[src/rtl/sct_pkg.sv]
package sct_pkg;
  localparam int NUM_FIELDS = 4;

  // Width of cascade stage idx: stages 0..2 are sub-fields, stage 3 the image count
  function automatic int field_width(int idx, int sub_w, int rim_w);
    return (idx == NUM_FIELDS - 1) ? rim_w : sub_w;
  endfunction

  // Modulus of cascade stage idx
  function automatic int field_limit(int idx, int mod_a, int mod_b, int mod_c, int rim_w);
    case (idx)
      0:       return mod_a;
      1:       return mod_b;
      2:       return mod_c;
      default: return 2 ** rim_w;
    endcase
  endfunction
endpackage

[src/rtl/sct_field.sv]
module sct_field #(
  parameter int W     = 8,
  parameter int LIMIT = 10
) (
  input  logic         clk,
  input  logic         rst,
  input  logic         load_en,
  input  logic [W-1:0] load_val,
  input  logic         step_in,
  output logic [W-1:0] value,
  output logic         carry_out
);
  localparam logic [W-1:0] TOP = W'(LIMIT - 1);

  logic at_top;
  logic load_legal;

  assign at_top     = (value == TOP);
  assign load_legal = (64'(load_val) < 64'(LIMIT));
  assign carry_out  = step_in && at_top;

  always_ff @(posedge clk) begin
    if (rst) begin
      value <= '0;
    end else if (load_en) begin
      value <= load_legal ? load_val : '0;
    end else if (step_in) begin
      value <= at_top ? '0 : value + 1'b1;
    end
  end
endmodule

[src/rtl/sct_snap.sv]
module sct_snap #(
  parameter int STAMP_W = 48,
  parameter int LOW_W   = 8
) (
  input  logic               clk,
  input  logic               rst,
  input  logic               sync_in,
  input  logic               high_rate,
  input  logic [STAMP_W-1:0] stamp_in,
  output logic               out_valid,
  input  logic               out_ready,
  output logic [STAMP_W-1:0] out_data
);
  logic [STAMP_W-1:0] masked;

  assign masked = {stamp_in[STAMP_W-1:LOW_W], (high_rate ? stamp_in[LOW_W-1:0] : LOW_W'(0))};

  always_ff @(posedge clk) begin
    if (rst) begin
      out_valid <= 1'b0;
      out_data  <= '0;
    end else if (sync_in) begin
      out_valid <= 1'b1;
      out_data  <= masked;
    end else if (out_ready) begin
      out_valid <= 1'b0;
    end
  end
endmodule

[src/rtl/sct_mode.sv]
module sct_mode #(
  parameter int MODE_W = 4
) (
  input  logic              clk,
  input  logic              rst,
  input  logic              req_valid,
  input  logic [MODE_W-1:0] req_data,
  output logic              req_ready,
  input  logic              boundary,
  output logic [MODE_W-1:0] mode
);
  logic              pend_v;
  logic [MODE_W-1:0] pend;

  assign req_ready = !pend_v;

  always_ff @(posedge clk) begin
    if (rst) begin
      pend_v <= 1'b0;
      pend   <= '0;
      mode   <= '0;
    end else begin
      if (req_valid && req_ready) begin
        pend_v <= 1'b1;
        pend   <= req_data;
      end
      if (boundary && pend_v) begin
        mode   <= pend;
        pend_v <= 1'b0;
      end
    end
  end
endmodule

[src/rtl/sct_timestamp.sv]
module sct_timestamp #(
  parameter int RIM_W  = 24,
  parameter int SUB_W  = 8,
  parameter int MOD_A  = 8,
  parameter int MOD_B  = 10,
  parameter int MOD_C  = 91,
  parameter int MODE_W = 4,
  localparam int STAMP_W = RIM_W + 3 * SUB_W
) (
  input  logic               clk,
  input  logic               rst,
  input  logic               tick_i,
  input  logic               load_i,
  input  logic [STAMP_W-1:0] load_value_i,
  input  logic               high_rate_i,
  input  logic               frame_sync_i,
  output logic [STAMP_W-1:0] stamp_o,
  output logic               frame_stamp_valid_o,
  input  logic               frame_stamp_ready_i,
  output logic [STAMP_W-1:0] frame_stamp_o,
  input  logic               mode_req_valid_i,
  input  logic [MODE_W-1:0]  mode_req_i,
  output logic               mode_req_ready_o,
  output logic [MODE_W-1:0]  mode_o
);
  import sct_pkg::*;

  logic [NUM_FIELDS:0] carry;

  assign carry[0] = tick_i && !load_i;

  for (genvar i = 0; i < NUM_FIELDS; i++) begin : g_field
    localparam int FW  = field_width(i, SUB_W, RIM_W);
    localparam int LIM = field_limit(i, MOD_A, MOD_B, MOD_C, RIM_W);
    localparam int LSB = i * SUB_W;
    sct_field #(.W(FW), .LIMIT(LIM)) u_field (
      .clk       (clk),
      .rst       (rst),
      .load_en   (load_i),
      .load_val  (load_value_i[LSB +: FW]),
      .step_in   (carry[i]),
      .value     (stamp_o[LSB +: FW]),
      .carry_out (carry[i+1])
    );
  end

  sct_snap #(.STAMP_W(STAMP_W), .LOW_W(SUB_W)) u_snap (
    .clk       (clk),
    .rst       (rst),
    .sync_in   (frame_sync_i),
    .high_rate (high_rate_i),
    .stamp_in  (stamp_o),
    .out_valid (frame_stamp_valid_o),
    .out_ready (frame_stamp_ready_i),
    .out_data  (frame_stamp_o)
  );

  // The frame-field carry marks the 90 -> 0 rollover with the image step
  sct_mode #(.MODE_W(MODE_W)) u_mode (
    .clk       (clk),
    .rst       (rst),
    .req_valid (mode_req_valid_i),
    .req_data  (mode_req_i),
    .req_ready (mode_req_ready_o),
    .boundary  (carry[3]),
    .mode      (mode_o)
  );
endmodule

[config.mk]
export PLATFORM = sky130hd
export DESIGN_NAME = sct_timestamp
export DESIGN_NICKNAME = d
export VERILOG_FILES = /design/src/rtl/sct_pkg.sv /design/src/rtl/sct_field.sv /design/src/rtl/sct_snap.sv /design/src/rtl/sct_mode.sv /design/src/rtl/sct_timestamp.sv
export SDC_FILE = /design/constraint.sdc
export NUM_CORES = 1
export LEC_CHECK = 0
export ABC_AREA = 1
export CORE_MARGIN = 3
export CORE_UTILIZATION = 55
export DETAILED_ROUTE_END_ITERATION = 12
export DONT_BUFFER_PORTS = 1
export GPL_TIMING_DRIVEN = 0
export HOLD_SLACK_MARGIN = 0.1
export PLACE_DENSITY = 0.7
export SYNTH_ARGS = -nofsm -noshare
export SYNTH_HDL_FRONTEND = slang
export SYNTH_SLANG_ARGS = --single-unit
[constraint.sdc]
create_clock -name clk -period 1.8 [get_ports clk]
set_input_delay 0.09 -clock clk [delete_from_list [all_inputs] [get_ports clk]]
set_output_delay 0.09 -clock clk [all_outputs]
set_load 0.05 [all_outputs]
==> run metrics <==
Cells after Synth 879; Max stage delay on crit path 0.50 ns; Finished Core Util a little over two thirds; global-route wire length before repair 27.51 mm; delay-heaviest family, CP simple AND/OR/NAND/NOR gates; most common cell in the netlist nand2_1; largest area contributor in the netlist dfxtp_1; CTS buffer count 9; layout cells sized above 1 12.97%; P_sw 1.679 mW; Clock Tree Buf Depth 2; CTS tree built; Synth Area per Inst ~6.5 µm²; sw frac between 30% and 40%; peak supply drop roughly 490 µV; DRT Wirelength around 18 mm; PnR worst setup slack 0.02972 ns; First-pass DRT Iterations 6; Synth top area share 37.18%; endpoints failing hold 0; vias in the first global route 5571; HPWL after DPL 12.61 mm; input/output buffers 0; combinational fraction of design power 16.7%; htree depth 3; Synth async-reset ratio 0%; Synth top cells by count 203 x nand2_1, 145 x nor2_1, 106 x dfxtp_1, 79 x inv_1, 75 x o21ai_0; Initial Utilization 57.60%; fin crit share 98.35%; register area share after synthesis 37.18%; ANT cells 0; worst hold path type primary input to flip-flop; Pins Over Slew Limit 0; drt drc 0; Via-to-Cell Ratio 5.478; Layout area overhead 20.47%; Clock power frac 28.3%; Setup WS pre-CTS -0.3198 ns; setup tns final 0 ns; top cells by area, synth dfxtp_1 37%, nand2_1 13%, nor2_1 9.5%; WL per Instance 16.38 µm; crit-path cells ha_4, nand3_4, nor2_4, nand2_4, nand2_4, nand3_4, buf_8, clkinv_8, nand2_4, nor2_4, nor2_1; Synth Flop Type dfxtp_1; largest net degree at the start of global routing 16; initial antenna violation count 0; leakage power about 3 nW; Critical Path Fanout Max 7; headroom to the max-slew limit 56.68%; routed via count 5965; max capacitance violation total 0; Seq cells post-synth about 110; most frequent CP cell nand2_4; min cycle time layout 1.770 ns; Synth cell types 31; Pwr Density 732.9 nW/µm²; worst endpoint required time just over 2 ns; WP buf/inv 2; Antenna Violating Nets Remaining 0; gr usage total approximately 30%; # rows 36; GRT overflow 0; unrepaired setup endpoints after global routing true; Slew @ Worst Pin 0.6498 ns; Final Non-Filler Cells 1089; clk sinks 106; Worst Setup End Kind flip-flop; syn_nets 945; core footprint 9910 µm²; Max Clock Skew 0.009744 ns; EDFF count, synth 0; Clk Latency, worst-skew pair between 0.3 and 0.4 ns; Final setup viols 0; Die ar. 11640 µm²; placed cell count 1012; CP arrival about 2.0 ns; cell-internal power 3.361 mW; synthesized area 5708 µm²; Root Driver clkbuf_8; FMAX 564.9 MHz; Reg power frac 55.0%; slowest stage cell on the critical path dfxtp_4; crit path kind flip-flop to flip-flop; DRT iter0 DRCs between 400 and 500; I/O pins 162; Die H 107.9 µm; fin nets 1018; Die X 107.9 µm; hold_ws 0.1231 ns; startpoint types flip-flop; gpl congestion 0.9049; Synth Warn # 0; Reg clk slew, reported paths 0.10 ns; status completed
## per-layer routing
layer | share of wire, % | vias up | track usage (%)
li1 | - | 2925 | -
met1 | 40 | 2781 | 35.06
met2 | 50 | 226 | 53.20
met3 | 7.4 | 33 | 6.659
met4 | 2.2 | 0 | 10.28
met5 | 0 | - | 0
## metrics by stage
step / area [µm²] / total power, mW
2_1_floorplan: 5710 / 3.360
3_3_place_gp: 5877 / 3.510
3_5_place_dp: 5877 / 3.526
4_1_cts: 6668 / 5.014
5_1_grt: 6877 / 5.229
6_report: 6877 / 5.040
## state kept, by name, indices dropped and copies added, names as in the netlist
signal                 cells
u_mode.pend_v              1
u_snap.out_data           48
u_mode.pend                4
u_mode.mode                4
u_snap.out_valid           1
g_field.u_field.value     48
## placed cells by master, fill, tap and decap left out, types with 12 or more instances in the layout
cell type,synthesis,layout
dlygate4sd3_1,0,53
nand4_1,25,25
clkbuf_1,23,25
clkbuf_8,0,12
nand2_1,203,195
nor2_1,145,137
nand3_1,41,40
buf_4,42,52
o21ai_0,75,74
inv_1,79,79
dfxtp_1,106,92
a21oi_1,72,72
## timing repair
item                                   in CTS  in global routing
setup endpoints to repair                  49                 48
endpoints found under the hold margin      57                  0
resized for setup                          22                 43
hold buffers                               53                  0
setup buffers                               3                  4
pin swaps                                   3                 13
gates cloned                                0                  2
## layout make-up
| class | count | area [µm²] |
|---|---|---|
| flip-flops and latches | 106 | 2152 |
| well taps | 133 | 166.4 |
| repair buffers | 62 | 615.6 |
| fillers | 900 | 3033 |
| clock inverters | 1 | 8.758 |
| inverters | 82 | 320.3 |
| plain buffers | 78 | 501.7 |
| multi-input cells | 613 | 2939 |
| clock buffers | 14 | 172.7 |
## path summary, 6_finish.rpt
check,endpoint,slack [ns],depth (start not counted),start
setup / recovery,g_field[3].u_field.value[12],0.03,11,g_field[0].u_field.value[1]
hold / removal,g_field[2].u_field.value[3],0.12,5,load_value_i[23]
setup reg to reg,g_field[3].u_field.value[12],0.03,11,g_field[0].u_field.value[1]
hold reg to reg,u_mode.pend[2],0.49,2,u_mode.pend[2]
## cells by family (layout without fill, tap and decap cells)
logic type | Yosys count | in the layout | share of synthesized area, %
AND/OR/NAND/NOR | 438 | 438 | 31.94
buffers and inverters | 160 | 237 | 13.85
AO/OA/AOI/OAI | 159 | 159 | 14.18
flip-flops | 106 | 106 | 37.18
adder cells (fa/ha/maj) | 6 | 6 | 1.315
XOR/XNOR | 10 | 10 | 1.534
## worst min-delay path: cells and delay by family
| kind | cells | cell delay, ns |
|---|---|---|
| simple gates | 4 | 0.35 |
| compound gates | 1 | 0.02 |
## power by group through the flow
stage / logic [mW] / clock network (mW) / registers [mW]
3_5_place_dp: 0.699 / 0 / 2.83
2_1_floorplan: 0.575 / 0 / 2.79
4_1_cts: 0.796 / 1.45 / 2.77
5_1_grt: 0.911 / 1.53 / 2.79
3_3_place_gp: 0.686 / 0 / 2.82
6_report: 0.841 / 1.43 / 2.77
Note: power is estimated with default switching activity, not from simulation.
